==> src/rtl/crtc_port_pkg.sv <==
package crtc_port_pkg;

   typedef enum logic [1:0] {
      PORT_INDEX   = 2'd0,
      PORT_REGDATA = 2'd1,
      PORT_DISPLAY = 2'd2,
      PORT_NONE    = 2'd3
   } port_sel_e;

   localparam logic [4:0] IDX_PEN_HI = 5'h10;
   localparam logic [4:0] IDX_PEN_LO = 5'h11;
   localparam logic [4:0] IDX_UPD_HI = 5'h12;
   localparam logic [4:0] IDX_UPD_LO = 5'h13;

   localparam int STAT_PEN_BIT = 6;

endpackage

==> src/rtl/crtc_update_addr.sv <==
module crtc_update_addr #(
   parameter int AW = 14,
   parameter int DW = 8
) (
   input  logic          clk,
   input  logic          rst,
   input  logic          ld_hi,
   input  logic          ld_lo,
   input  logic          step,
   input  logic [DW-1:0] wdata,
   output logic [AW-1:0] addr
);
   localparam int HW = AW - DW;

   if (HW < 1 || HW > DW) begin : g_bad_width
      $error("crtc_update_addr: AW must lie in DW+1 .. 2*DW");
   end

   logic [AW-1:0] addr_q;

   always_ff @(posedge clk) begin
      if (rst) begin
         addr_q <= '0;
      end else if (step) begin
         addr_q <= addr_q + AW'(1);
      end else begin
         if (ld_hi) addr_q[AW-1:DW] <= wdata[HW-1:0];
         if (ld_lo) addr_q[DW-1:0]  <= wdata;
      end
   end

   assign addr = addr_q;


   step_inc_chk: assert property (@(posedge clk) disable iff (rst)
      step |=> addr_q == $past(addr_q) + AW'(1));


   hi_load_keeps_low_chk: assert property (@(posedge clk) disable iff (rst)
      (ld_hi && !ld_lo && !step) |=> addr_q[DW-1:0] == $past(addr_q[DW-1:0]));


   lo_load_keeps_high_chk: assert property (@(posedge clk) disable iff (rst)
      (ld_lo && !ld_hi && !step) |=> addr_q[AW-1:DW] == $past(addr_q[AW-1:DW]));

endmodule

==> src/rtl/crtc_pen_capture.sv <==
module crtc_pen_capture #(
   parameter int AW          = 14,
   parameter int SYNC_STAGES = 2,
   parameter int PEN_ADJ     = 1
) (
   input  logic          clk,
   input  logic          rst,
   input  logic          strobe,
   input  logic [AW-1:0] refresh_addr,
   input  logic          flag_clr,
   output logic [AW-1:0] pen_addr,
   output logic          pen_flag
);
   if (SYNC_STAGES < 1 || SYNC_STAGES > 4) begin : g_bad_sync
      $error("crtc_pen_capture: SYNC_STAGES must be 1..4");
   end

   logic [SYNC_STAGES-1:0] sync_q;
   logic                   prev_q;
   logic                   synced;
   logic                   rise;
   logic [AW-1:0]          pen_q;
   logic                   flag_q;

   if (SYNC_STAGES == 1) begin : g_sync1
      always_ff @(posedge clk) begin
         if (rst) sync_q <= '0;
         else     sync_q <= strobe;
      end
   end else begin : g_syncn
      always_ff @(posedge clk) begin
         if (rst) sync_q <= '0;
         else     sync_q <= {sync_q[SYNC_STAGES-2:0], strobe};
      end
   end

   assign synced = sync_q[SYNC_STAGES-1];
   assign rise   = synced & ~prev_q;

   always_ff @(posedge clk) begin
      if (rst) begin
         prev_q <= 1'b0;
         pen_q  <= '0;
         flag_q <= 1'b0;
      end else begin
         prev_q <= synced;
         if (rise) begin
            pen_q  <= refresh_addr + AW'(PEN_ADJ);
            flag_q <= 1'b1;
         end else if (flag_clr) begin
            flag_q <= 1'b0;
         end
      end
   end

   assign pen_addr = pen_q;
   assign pen_flag = flag_q;


   flag_set_chk: assert property (@(posedge clk) disable iff (rst)
      rise |=> flag_q);


   flag_clear_chk: assert property (@(posedge clk) disable iff (rst)
      (flag_clr && !rise) |=> !flag_q);


   capture_value_chk: assert property (@(posedge clk) disable iff (rst)
      rise |=> pen_q == $past(refresh_addr) + AW'(PEN_ADJ));


   held_no_recapture_chk: assert property (@(posedge clk) disable iff (rst)
      (synced && prev_q) |=> $stable(pen_q));

endmodule

==> src/rtl/crtc_mem_port.sv <==
module crtc_mem_port
   import crtc_port_pkg::*;
#(
   parameter int AW          = 14,
   parameter int DW          = 8,
   parameter int IDX_W       = 5,
   parameter int SYNC_STAGES = 2,
   parameter int PEN_ADJ     = 1
) (
   input  logic          clk,
   input  logic          rst,
   input  logic [1:0]    cpu_port,
   input  logic          cpu_wr,
   input  logic          cpu_rd,
   input  logic [DW-1:0] cpu_wdata,
   output logic [DW-1:0] cpu_rdata,
   input  logic [AW-1:0] refresh_addr,
   input  logic          pen_strobe,
   output logic [AW-1:0] mem_addr,
   output logic [DW-1:0] mem_wdata,
   input  logic [DW-1:0] mem_rdata,
   output logic          mem_we
);
   localparam int HW = AW - DW;

   if (IDX_W < 5 || IDX_W > DW) begin : g_bad_idx
      $error("crtc_mem_port: IDX_W must be 5..DW");
   end
   if (STAT_PEN_BIT >= DW) begin : g_bad_stat
      $error("crtc_mem_port: status bit outside data width");
   end

   port_sel_e      sel;
   logic [IDX_W-1:0] idx_q;
   logic           wr_index, wr_reg, disp_acc, stat_rd;
   logic [AW-1:0]  upd_addr;
   logic [AW-1:0]  pen_addr;
   logic           pen_flag;

   assign sel      = port_sel_e'(cpu_port);
   assign wr_index = cpu_wr && (sel == PORT_INDEX);
   assign wr_reg   = cpu_wr && (sel == PORT_REGDATA);
   assign disp_acc = (cpu_wr || cpu_rd) && (sel == PORT_DISPLAY);
   assign stat_rd  = cpu_rd && (sel == PORT_INDEX);

   always_ff @(posedge clk) begin
      if (rst)           idx_q <= '0;
      else if (wr_index) idx_q <= cpu_wdata[IDX_W-1:0];
   end

   crtc_update_addr #(
      .AW (AW),
      .DW (DW)
   ) u_upd (
      .clk   (clk),
      .rst   (rst),
      .ld_hi (wr_reg && (idx_q == IDX_W'(IDX_UPD_HI))),
      .ld_lo (wr_reg && (idx_q == IDX_W'(IDX_UPD_LO))),
      .step  (disp_acc),
      .wdata (cpu_wdata),
      .addr  (upd_addr)
   );

   crtc_pen_capture #(
      .AW          (AW),
      .SYNC_STAGES (SYNC_STAGES),
      .PEN_ADJ     (PEN_ADJ)
   ) u_pen (
      .clk          (clk),
      .rst          (rst),
      .strobe       (pen_strobe),
      .refresh_addr (refresh_addr),
      .flag_clr     (stat_rd),
      .pen_addr     (pen_addr),
      .pen_flag     (pen_flag)
   );

   always_comb begin
      cpu_rdata = '0;
      unique case (sel)
         PORT_INDEX:   cpu_rdata[STAT_PEN_BIT] = pen_flag;
         PORT_REGDATA: begin
            if (idx_q == IDX_W'(IDX_PEN_HI))      cpu_rdata = DW'(pen_addr[AW-1:DW]);
            else if (idx_q == IDX_W'(IDX_PEN_LO)) cpu_rdata = pen_addr[DW-1:0];
            else if (idx_q == IDX_W'(IDX_UPD_HI)) cpu_rdata = DW'(upd_addr[AW-1:DW]);
            else if (idx_q == IDX_W'(IDX_UPD_LO)) cpu_rdata = upd_addr[DW-1:0];
         end
         PORT_DISPLAY: cpu_rdata = mem_rdata;
         default:      cpu_rdata = '0;
      endcase
   end

   assign mem_addr  = upd_addr;
   assign mem_wdata = cpu_wdata;
   assign mem_we    = cpu_wr && (sel == PORT_DISPLAY);


   mem_addr_step_chk: assert property (@(posedge clk) disable iff (rst)
      mem_we |=> mem_addr == $past(mem_addr) + AW'(1));


   idle_port_no_change_chk: assert property (@(posedge clk) disable iff (rst)
      (cpu_port == 2'd3) |=> $stable(mem_addr) && $stable(idx_q));


   high_bits_zero_chk: assert property (@(posedge clk) disable iff (rst)
      (cpu_port == 2'd1 && idx_q == IDX_W'(IDX_UPD_HI)) |-> cpu_rdata[DW-1:HW] == '0);

endmodule

==> config.mk <==
export PLATFORM = sky130hd
export DESIGN_NAME = crtc_mem_port
export DESIGN_NICKNAME = d
export VERILOG_FILES = /design/src/rtl/crtc_port_pkg.sv /design/src/rtl/crtc_update_addr.sv /design/src/rtl/crtc_pen_capture.sv /design/src/rtl/crtc_mem_port.sv
export SDC_FILE = /design/constraint.sdc
export NUM_CORES = 1
export LEC_CHECK = 0
export CORE_MARGIN = 2
export CORE_UTILIZATION = 50
export CTS_CLUSTER_DIAMETER = 100
export CTS_CLUSTER_SIZE = 16
export DETAILED_ROUTE_END_ITERATION = 8
export PLACE_DENSITY_LB_ADDON = 0.12
export SYNTH_ARGS = -nofsm -noshare
export SYNTH_HDL_FRONTEND = slang
export SYNTH_SLANG_ARGS = --single-unit
==> constraint.sdc <==
create_clock -name clk -period 5.3 [get_ports clk]
set_input_delay 1.59 -clock clk [delete_from_list [all_inputs] [get_ports clk]]
set_output_delay 1.59 -clock clk [all_outputs]
set_load 0.02 [all_outputs]
# --- Word level (Yosys, flattened, before mapping) ---
# Cells that the tools add are included.
word_totals:
  out_inout_bits: 31
  ff_bits: 37
op_classes:
  n_addsub: 2
  bitwise: 2
  n_reduce_logical: 12
  n_eq_ne: 6
  mux: 12
ops:
  columns: ["operator", "n"]
  rows:
  - ["2-to-1 mux 8 bit", 5]
  - ["adder 14 x 1 -> 14 bit, second input constant", 2]
  - ["equality test 5 bit, second input constant", 4]
  - ["2-to-1 mux 14 bit", 1]
  - ["one-hot mux 6 bit (2 select lines)", 1]
  - ["logical AND 1 bit", 7]
  - ["2-to-1 mux 6 bit", 1]
  - ["nonzero test 2 bit", 3]
  - ["one-hot mux 1 bit (3 select lines)", 1]
  - ["equality test 2 x 1 -> 1 bit, second input constant", 1]
  - ["equality test 2 bit, second input constant", 1]
  - ["zero test 2 bit", 1]
  - ["2-to-1 mux 1 bit", 2]
  - ["one-hot mux 1 bit (2 select lines)", 1]
  - ["bitwise AND 1 bit", 1]
  - ["logical OR 1 bit", 1]
  - ["NOT 1 bit", 1]

# --- Longest topological paths before layout ---
# Gate-level depths: netlist of run 1.
logic_depth:
  word_depth: 6
  mapped_depth: 7
  mapped_depth_nobuf: 6

# --- Cells and area by module ---
# A second synthesis of run 1 with hierarchy kept.
unflattened:
  hier_cells: 303
  hier_area_um2: 2506.2
by_module_without_submodules:
  columns: ["mod", "area_per_inst_um2", "seq_area_each_um2", "cells_each", "instances"]
  rows:
  - ["crtc_pen_capture", 869.6, 360.3, 100, 1]
  - ["crtc_mem_port", 837.1, 100.1, 107, 1]
  - ["crtc_update_addr", 799.5, 280.3, 96, 1]

# --- Least setup slack after synthesis of run 1 ---
# No wires, ideal clock.
synth_path:
  path_kind: "input to output"
  start: "input cpu_port[0]"
  end: "output cpu_rdata[1]"
  arrival_time_ns: 2.785
  slack_ns: 0.925
  required_ns: 3.710
  n_path_buf: 1
  stages: 5
  cell_sequence: "inv_1 ha_1 buf_1 nand3_1 o21ai_0"
synth_between:
  elab_chain_len: 2
synth_lines:
  columns: ["item", "line_no", "text"]
  rows:
  - ["start, declared", "crtc_mem_port.sv:12", "input logic [1:0] cpu_port,"]
  - ["equality test 2 bit or equality test 2 x 1 -> 1 bit (tied branches)", "crtc_mem_port.sv:80", "unique case (sel)"]
  - ["one-hot mux 6 bit (2 select lines) (*)", "crtc_mem_port.sv:80", null]
  - ["end, declared", "crtc_mem_port.sv:16", "output logic [DW-1:0] cpu_rdata,"]
# Mark *: on every way between the ends. The rest lies on a longest branch, timed or not.

# --- Worst setup path after layout of run 1 ---
layout_path:
  start: "input cpu_port[0]"
  end: "output cpu_rdata[0]"
# The elaborated chain is that of the path after synthesis.

==> flow_metrics.py, run 1 <==
metrics = {
    "status": {
        "status": "completed",
    },
    "logic_synthesis": {
        "synthFlopType": "dfxtp_1",
        "synth-seq-area-share_pct": 32.1,
        "synth_top_area_share_pct": 32.1,
        "synth_nets": 335,
        "synth_cells": 292,
        "synth.avg_cell_area_um2": 7.90,
        "synth.largest_area_cell": "dfxtp_1",
        "synth_edf_count": 0,
        "yosysWarnings": 0,
        "synth_area_um2": 2310,
        "ys_ff_latch": 37,
        "synth_area_leaders": "dfxtp_1 (32%), nand3_1 (5.4%), nand2_1 (4.7%)",
        "ys_async_sr_fraction_pct": 0,
        "synth_cell_types": 48,
    },
    "cells_and_area": {
        "seq_area_um2": 741,
        "nNetsFinal": 388,
        "final_common_cell": "clkdlybuf4s50_1",
        "antennaDiodeCount": 0,
        "drive_above_1_share_pct": 5.49,
        "multiInputGateArea_um2": 1410,
        "area_growth_pct": 33.1,
        "fillCellCount": 389,
        "final_cell_mix": "clkdlybuf4s50_1 (63), dfxtp_1 (37), nand2_1 (29), nand3_1 (25), nor2_1 (19)",
        "final_cell_count_no_fill": 398,
    },
    "cts": {
        "clock-root-buffer": "clkbuf_8",
        "clock_latency_ps": 300,
        "cts_tree": "built",
        "clkSinkCount": 37,
        "cts_setup_buffers": 0,
        "cts_resized": 0,
        "htreeDepth": 2,
        "cts_buffers": 5,
        "clock_path_buffers": 2,
        "clkTransAtPathRegs_ps": 70,
        "cts_hold_repair.buffers": 0,
    },
    "global_route": {
        "grt_pass1_wl_um": 10400,
        "grtUsageTotal_pct": 25.9,
        "overflow": 0,
        "antenna_found_initial": 0,
        "grt_pass1_vias": 2137,
        "grt_max_degree": 40,
    },
    "setup_path": {
        "arrival_ps": 3580,
        "crit_start": "cpu_port[0]",
        "required_ps": 3710,
        "cp_num_buf_inv": 3,
        "crit_type": "in2out",
        "crit_end": "cpu_rdata[0]",
        "slowest_delay_ps": 630,
        "r2r-start": "idx_q[0]",
        "cp_max_fo": 6,
        "r2r_end": "u_upd.addr[8]",
        "cpMaxStageDelayCell": "clkdlybuf4s50_1",
        "end_kind": "primary output",
        "rr_worst_depth": 4,
        "crit_chain": "clkdlybuf4s50_1, inv_1, ha_1, and3_1, a22o_1, clkdlybuf4s50_1",
        "reg2reg_slack_ps": 3240,
        "cp_top_family": "buffers and inverters",
        "crit_top_cell": "clkdlybuf4s50_1",
        "crit_cells": 6,
        "cp-start-kind": "input port",
    },
    "placement": {
        "hpwlAfterDp_um": 4820,
        "pre_cts_ws_ps": 70.1,
        "dp.cells": 390,
        "io_buffer_count": 67,
        "gp_congestion": 0.880,
    },
    "timing": {
        "relSlewSlack_pct": 35.2,
        "hold_viol": 0,
        "period_needed_ps": 5170,
        "finalSetupViolCount": 0,
        "fin_ws_ps": 125,
        "final.period_utilization_pct": 97.6,
        "rsz0062_at_grt": "no",
        "fin_skew_ps": 7.86,
        "maxSlewViolCount": 0,
        "worstMarginPinSlew_ps": 965,
        "setup_tns_ps": 0,
        "clock.fmax_mhz": 193,
    },
    "pwr": {
        "combPwrFrac_pct": 17.1,
        "leakage_nw": 1.10,
        "netSwitchingPower_mw": 0.169,
        "clock_power_share_pct": 38.7,
        "switching_share_pct": 25.4,
        "p_int_mw": 0.498,
        "vdd_drop_max_mv": 0.114,
        "power_density_nw_per_um2": 217,
        "power_frac_seq_pct": 44.2,
    },
    "job": {
        "maxCapViolCount": 0,
    },
    "route": {
        "wl_per_cell_um": 16.4,
        "drc_errors": 0,
        "drtAntennaViolNets": 0,
        "drt-pass1-iter-count": 5,
        "vias_per_cell": 6.18,
        "drt_iter0_drc": 237,
        "vias": 2460,
        "wirelength_um": 6530,
    },
    "floorplanning": {
        "die-area_um2": 5170,
        "design.core.area_um2": 4410,
        "chipWidth_um": 71.9,
        "initial_core_util_pct": 52.3,
        "die_y_um": 71.9,
        "num_rows": 24,
        "io_pins": 68,
    },
    "worst_hold_path": {
        "hold_path.class": "reg2reg",
    },
}
per-layer routing:
metal  track usage [%]  vias up  share of wire [%]  routed length (um)
met3              5.42       17                5.4                 355
met2              44.0      104                 50                3240
met5                 0        -                  0                   0
li1                  -     1192                  -                   -
met1              31.7     1147                 42                2770
met4              11.1        0                2.6                 167
area by class of cell:
cell class                      count  area share [%]
Multi-Input combinational cell    222            45.8
Clock buffer                        7            2.81
Timing Repair Buffer               71            23.1
Tap cell                           52            2.12
Inverter                            8           0.978
Sequential cell                    37            24.1
Clock inverter                      1           0.978
stage by stage:
step	utilization [%]	hold slack (ps)	instance area, um^2	total power, mW
after floorplan	-	414	2310	0.359
after global placement	66.7	418	2940	0.413
after detailed placement	66.7	427	2940	0.415
after CTS	69.3	444	3060	0.672
after global routing	69.6	467	3070	0.693
final	69.6	445	3070	0.667
sequential cells by signal (all words and copies together), names as in the netlist:
| register | count |
|---|---|
| idx_q | 5 |
| u_pen.pen_addr | 14 |
| u_pen.pen_flag | 1 |
| u_upd.addr | 14 |
| u_pen.prev_q | 1 |
| u_pen.sync_q | 2 |
power groups by stage:
stage / logic, mW / registers [mW] / clock network (mW)
after floorplan: 0.0602 / 0.299 / 0
after global placement: 0.112 / 0.301 / 0
after detailed placement: 0.114 / 0.301 / 0
after CTS: 0.114 / 0.295 / 0.263
after global routing: 0.124 / 0.296 / 0.273
final: 0.114 / 0.295 / 0.258
worst register-to-register path, cell delays in order (launching register included):
cell	delay, ps
dfxtp_1	510
nor4b_1	790
a21oi_1	260
a211oi_1	290
a21oi_1	100
cell usage after synthesis, types with 2 or more instances:
cell type	n
o221ai_1	4
nor2_1	19
inv_1	8
a31oi_1	8
or4_1	2
or3_1	9
o21ai_0	11
buf_1	6
clkbuf_1	9
a32o_1	2
nor2b_1	4
a22o_1	2
nand2b_1	2
nor4_1	6
mux2i_1	6
o211ai_1	3
mux2_2	4
ha_1	6
dfxtp_1	37
a2bb2oi_1	4
nand3_1	25
buf_4	9
xnor2_1	7
o21a_1	2
nor3_1	4
nand2_1	29
a22oi_1	3
nand4_1	8
a21oi_1	14
o311ai_0	2
xor2_1	3
and3_1	5
a311oi_1	3
a211oi_1	12
kinds of logic after synthesis:
family | share of synthesized area [%]
and+or+nand+nor | 27.0
muxes | 4.56
xor gates and xnor gates | 3.80
buffers and inverters | 6.89
AOI/OAI and AO/OA | 22.4
adders and majority gates | 3.25
DFF | 32.1
worst min-delay path by stage:
stage	from	cells after the start	end	slack [ps]
finish	u_pen.sync_q[0]	1	u_pen.sync_q[1]	450
global route	u_pen.sync_q[0]	1	u_pen.sync_q[1]	470
CTS	u_pen.sync_q[0]	1	u_pen.sync_q[1]	440
detailed placement	u_pen.sync_q[0]	1	u_pen.sync_q[1]	430
global placement	u_pen.sync_q[0]	1	u_pen.sync_q[1]	420
floorplan	u_pen.sync_q[0]	1	u_pen.sync_q[1]	410
Power figures use the tool's default switching activity.
==> run 2, diff against run 1 <==
--- a/config.mk
+++ b/config.mk
@@ -5,6 +5,7 @@
 export SDC_FILE = /design/constraint.sdc
 export NUM_CORES = 1
 export LEC_CHECK = 0
+export ABC_AREA = 1
 export CORE_MARGIN = 2
 export CORE_UTILIZATION = 50
 export CTS_CLUSTER_DIAMETER = 100
==> run 2 against run 1 <==
Global-route usage fell by 0.65 points. Clock power fell by 20%. Combinational power rose by 19%. Maximum frequency rose by 0.88%. Synthesized cell count rose by 55%. Clock-buffer cell count fell by 2. Die area rose by 20%. Worst setup slack improved by 45 ps. Critical path type unchanged. Highest routed layer unchanged.
==> flow_metrics.py, run 2 <==
metrics = {
    "status": {
        "status": "completed",
    },
    "setup_path": {
        "arrival_ps": 3540,
        "crit_chain": "clkdlybuf4s50_1, inv_1, ha_1, inv_1, nor2_1, a21boi_0, a21oi_1, clkdlybuf4s50_1",
        "rr_worst_depth": 8,
        "crit_type": "in2out",
        "cpMaxStageDelayCell": "clkdlybuf4s50_1",
        "cp_max_fo": 5,
        "cp-start-kind": "input port",
        "end_kind": "primary output",
        "slowest_delay_ps": 610,
        "required_ps": 3710,
    },
    "timing": {
        "relSlewSlack_pct": 67.4,
        "fin_skew_ps": 7.89,
        "rsz0062_at_grt": "no",
        "hold_viol": 0,
        "maxSlewViolCount": 0,
        "final.period_utilization_pct": 96.8,
        "finalSetupViolCount": 0,
        "fin_ws_ps": 170,
        "period_needed_ps": 5130,
        "fin_worst_hold_slack_ps": 411,
        "worstMarginPinSlew_ps": 488,
        "clock.fmax_mhz": 195,
        "setup_tns_ps": 0,
    },
    "cells_and_area": {
        "fillCellCount": 528,
        "nNetsFinal": 552,
        "area_growth_pct": 26.3,
        "final_common_cell": "nand2_1",
        "design_area_um2": 3530,
        "antennaDiodeCount": 0,
        "drive_above_1_share_pct": 6.47,
        "final_cell_mix": "nand2_1 (107), nor2_1 (67), clkdlybuf4s50_1 (66), inv_1 (63), nand3_1 (44)",
        "fin_util_pct": 64.8,
        "seq_area_um2": 741,
        "final_cell_count_no_fill": 582,
        "multiInputGateArea_um2": 1660,
    },
    "logic_synthesis": {
        "synth_edf_count": 0,
        "yosysWarnings": 0,
        "ys_async_sr_fraction_pct": 0,
        "synth_top_area_share_pct": 26.5,
        "ys_ff_latch": 37,
        "synthFlopType": "dfxtp_1",
        "synth.largest_area_cell": "dfxtp_1",
        "synth.avg_cell_area_um2": 6.18,
        "synth_area_um2": 2790,
        "synth_cells": 452,
        "synth_nets": 495,
        "synth.most_common_cell": "nand2_1",
        "synth_cell_types": 33,
        "synth_area_leaders": "dfxtp_1 (27%), nand2_1 (14%), nor2_1 (9.0%)",
        "synth-seq-area-share_pct": 26.5,
        "synthTopCellsByCount": "nand2_1 (107), nor2_1 (67), inv_1 (63)",
    },
    "placement": {
        "io_buffer_count": 67,
        "gp_congestion": 0.864,
        "hpwlAfterDp_um": 5800,
        "pre_cts_ws_ps": 87.0,
        "dp.cells": 574,
        "placed_area_um2": 3430,
    },
    "cts": {
        "clkSinkCount": 37,
        "htreeDepth": 2,
        "cts_hold_repair.buffers": 0,
        "clock_latency_ps": 300,
        "clkTransAtPathRegs_ps": 80,
        "cts_tree": "built",
        "cts_setup_buffers": 0,
        "cts_resized": 0,
        "cts_buffers": 5,
        "clock_path_buffers": 2,
        "clock-root-buffer": "clkbuf_8",
    },
    "floorplanning": {
        "initial_core_util_pct": 51.3,
        "chipWidth_um": 78.7,
        "die-area_um2": 6200,
        "num_rows": 27,
        "design.core.area_um2": 5440,
        "io_pins": 68,
        "die_y_um": 78.7,
    },
    "pwr": {
        "combPwrFrac_pct": 21.2,
        "p_int_mw": 0.443,
        "leakage_nw": 1.62,
        "finalPower_mw": 0.642,
        "power_frac_seq_pct": 46.6,
        "clock_power_share_pct": 32.1,
        "switching_share_pct": 31.0,
        "power_density_nw_per_um2": 182,
        "netSwitchingPower_mw": 0.199,
        "vdd_drop_max_mv": 0.139,
    },
    "global_route": {
        "grt_pass1_wl_um": 12400,
        "grt_pass1_vias": 2692,
        "grt_max_degree": 24,
        "grtUsageTotal_pct": 25.2,
        "antenna_found_initial": 0,
        "overflow": 0,
    },
    "route": {
        "drt_iter0_drc": 231,
        "vias_per_cell": 5.13,
        "wirelength_um": 7320,
        "vias": 2986,
        "drc_errors": 0,
        "wl_per_cell_um": 12.6,
        "drtAntennaViolNets": 0,
        "drt-pass1-iter-count": 4,
    },
    "worst_hold_path": {
        "hold_path.class": "reg2reg",
        "holdPathStages": 2,
    },
    "job": {
        "maxCapViolCount": 0,
    },
}
## run 2: cell types whose count changed in the layout (fill, tap and decap cells not counted), sizes merged, moves of 11 or more
cell | before | now
a211oi | 12 | 0
inv | 8 | 67
nand2 | 29 | 114
nand3 | 25 | 46
nand4 | 9 | 20
nor2 | 19 | 76
## run 2: area by class of cell
| cell class | instances | share of cell area, % |
|---|---|---|
| Multi-Input combinational cell | 329 | 47.0 |
| Clock inverter | 3 | 0.603 |
| Inverter | 67 | 7.35 |
| Clock buffer | 5 | 1.95 |
| Sequential cell | 37 | 21.0 |
| Timing Repair Buffer | 69 | 19.5 |
| Tap cell | 72 | 2.56 |
## run 2: critical path: cells and delay by family
kind            cells  cell delay (ps)
compound gates      2              260
simple gates        1              150
buf+inv             4             1270
fa+ha+maj           1              250
## run 2: cells by family (layout without fill, tap and decap cells)
family | after synthesis | in the layout | share of synthesized area (%)
AND/OR/NAND/NOR | 264 | 264 | 44.6
buffers and inverters | 86 | 144 | 14.1
AO/OA/AOI/OAI | 54 | 54 | 10.5
flip-flops | 37 | 37 | 26.5
adder cells (fa/ha/maj) | 6 | 6 | 2.69
XOR/XNOR | 5 | 5 | 1.57
## run 2: power by group through the flow
stage,Clock (mW),Combinational [mW],Sequential (mW)
final,0.206,0.136,0.299
after global routing,0.224,0.151,0.301
after CTS,0.210,0.137,0.299
after detailed placement,0,0.136,0.306
after global placement,0,0.134,0.305
after floorplan,0,0.0806,0.305
## run 2: routing by layer
| metal | vias to the layer above | share of wire (%) | GRT usage [%] |
|---|---|---|---|
| li1 | 1558 | - | - |
| met1 | 1328 | 41 | 29.2 |
| met2 | 87 | 51 | 45.7 |
| met3 | 13 | 5.2 | 4.43 |
| met4 | 0 | 2.1 | 10.2 |
| met5 | - | 0 | 0 |
## run 2: path summary, 6_finish.rpt
check	startpoint	endpoint	slack (ps)
hold / removal	u_pen.sync_q[0]	u_pen.sync_q[1]	410
hold reg to reg	u_pen.sync_q[0]	u_pen.sync_q[1]	410
setup / recovery	cpu_port[1]	cpu_rdata[4]	170
setup reg to reg	u_upd.addr[0]	u_upd.addr[10]	3770
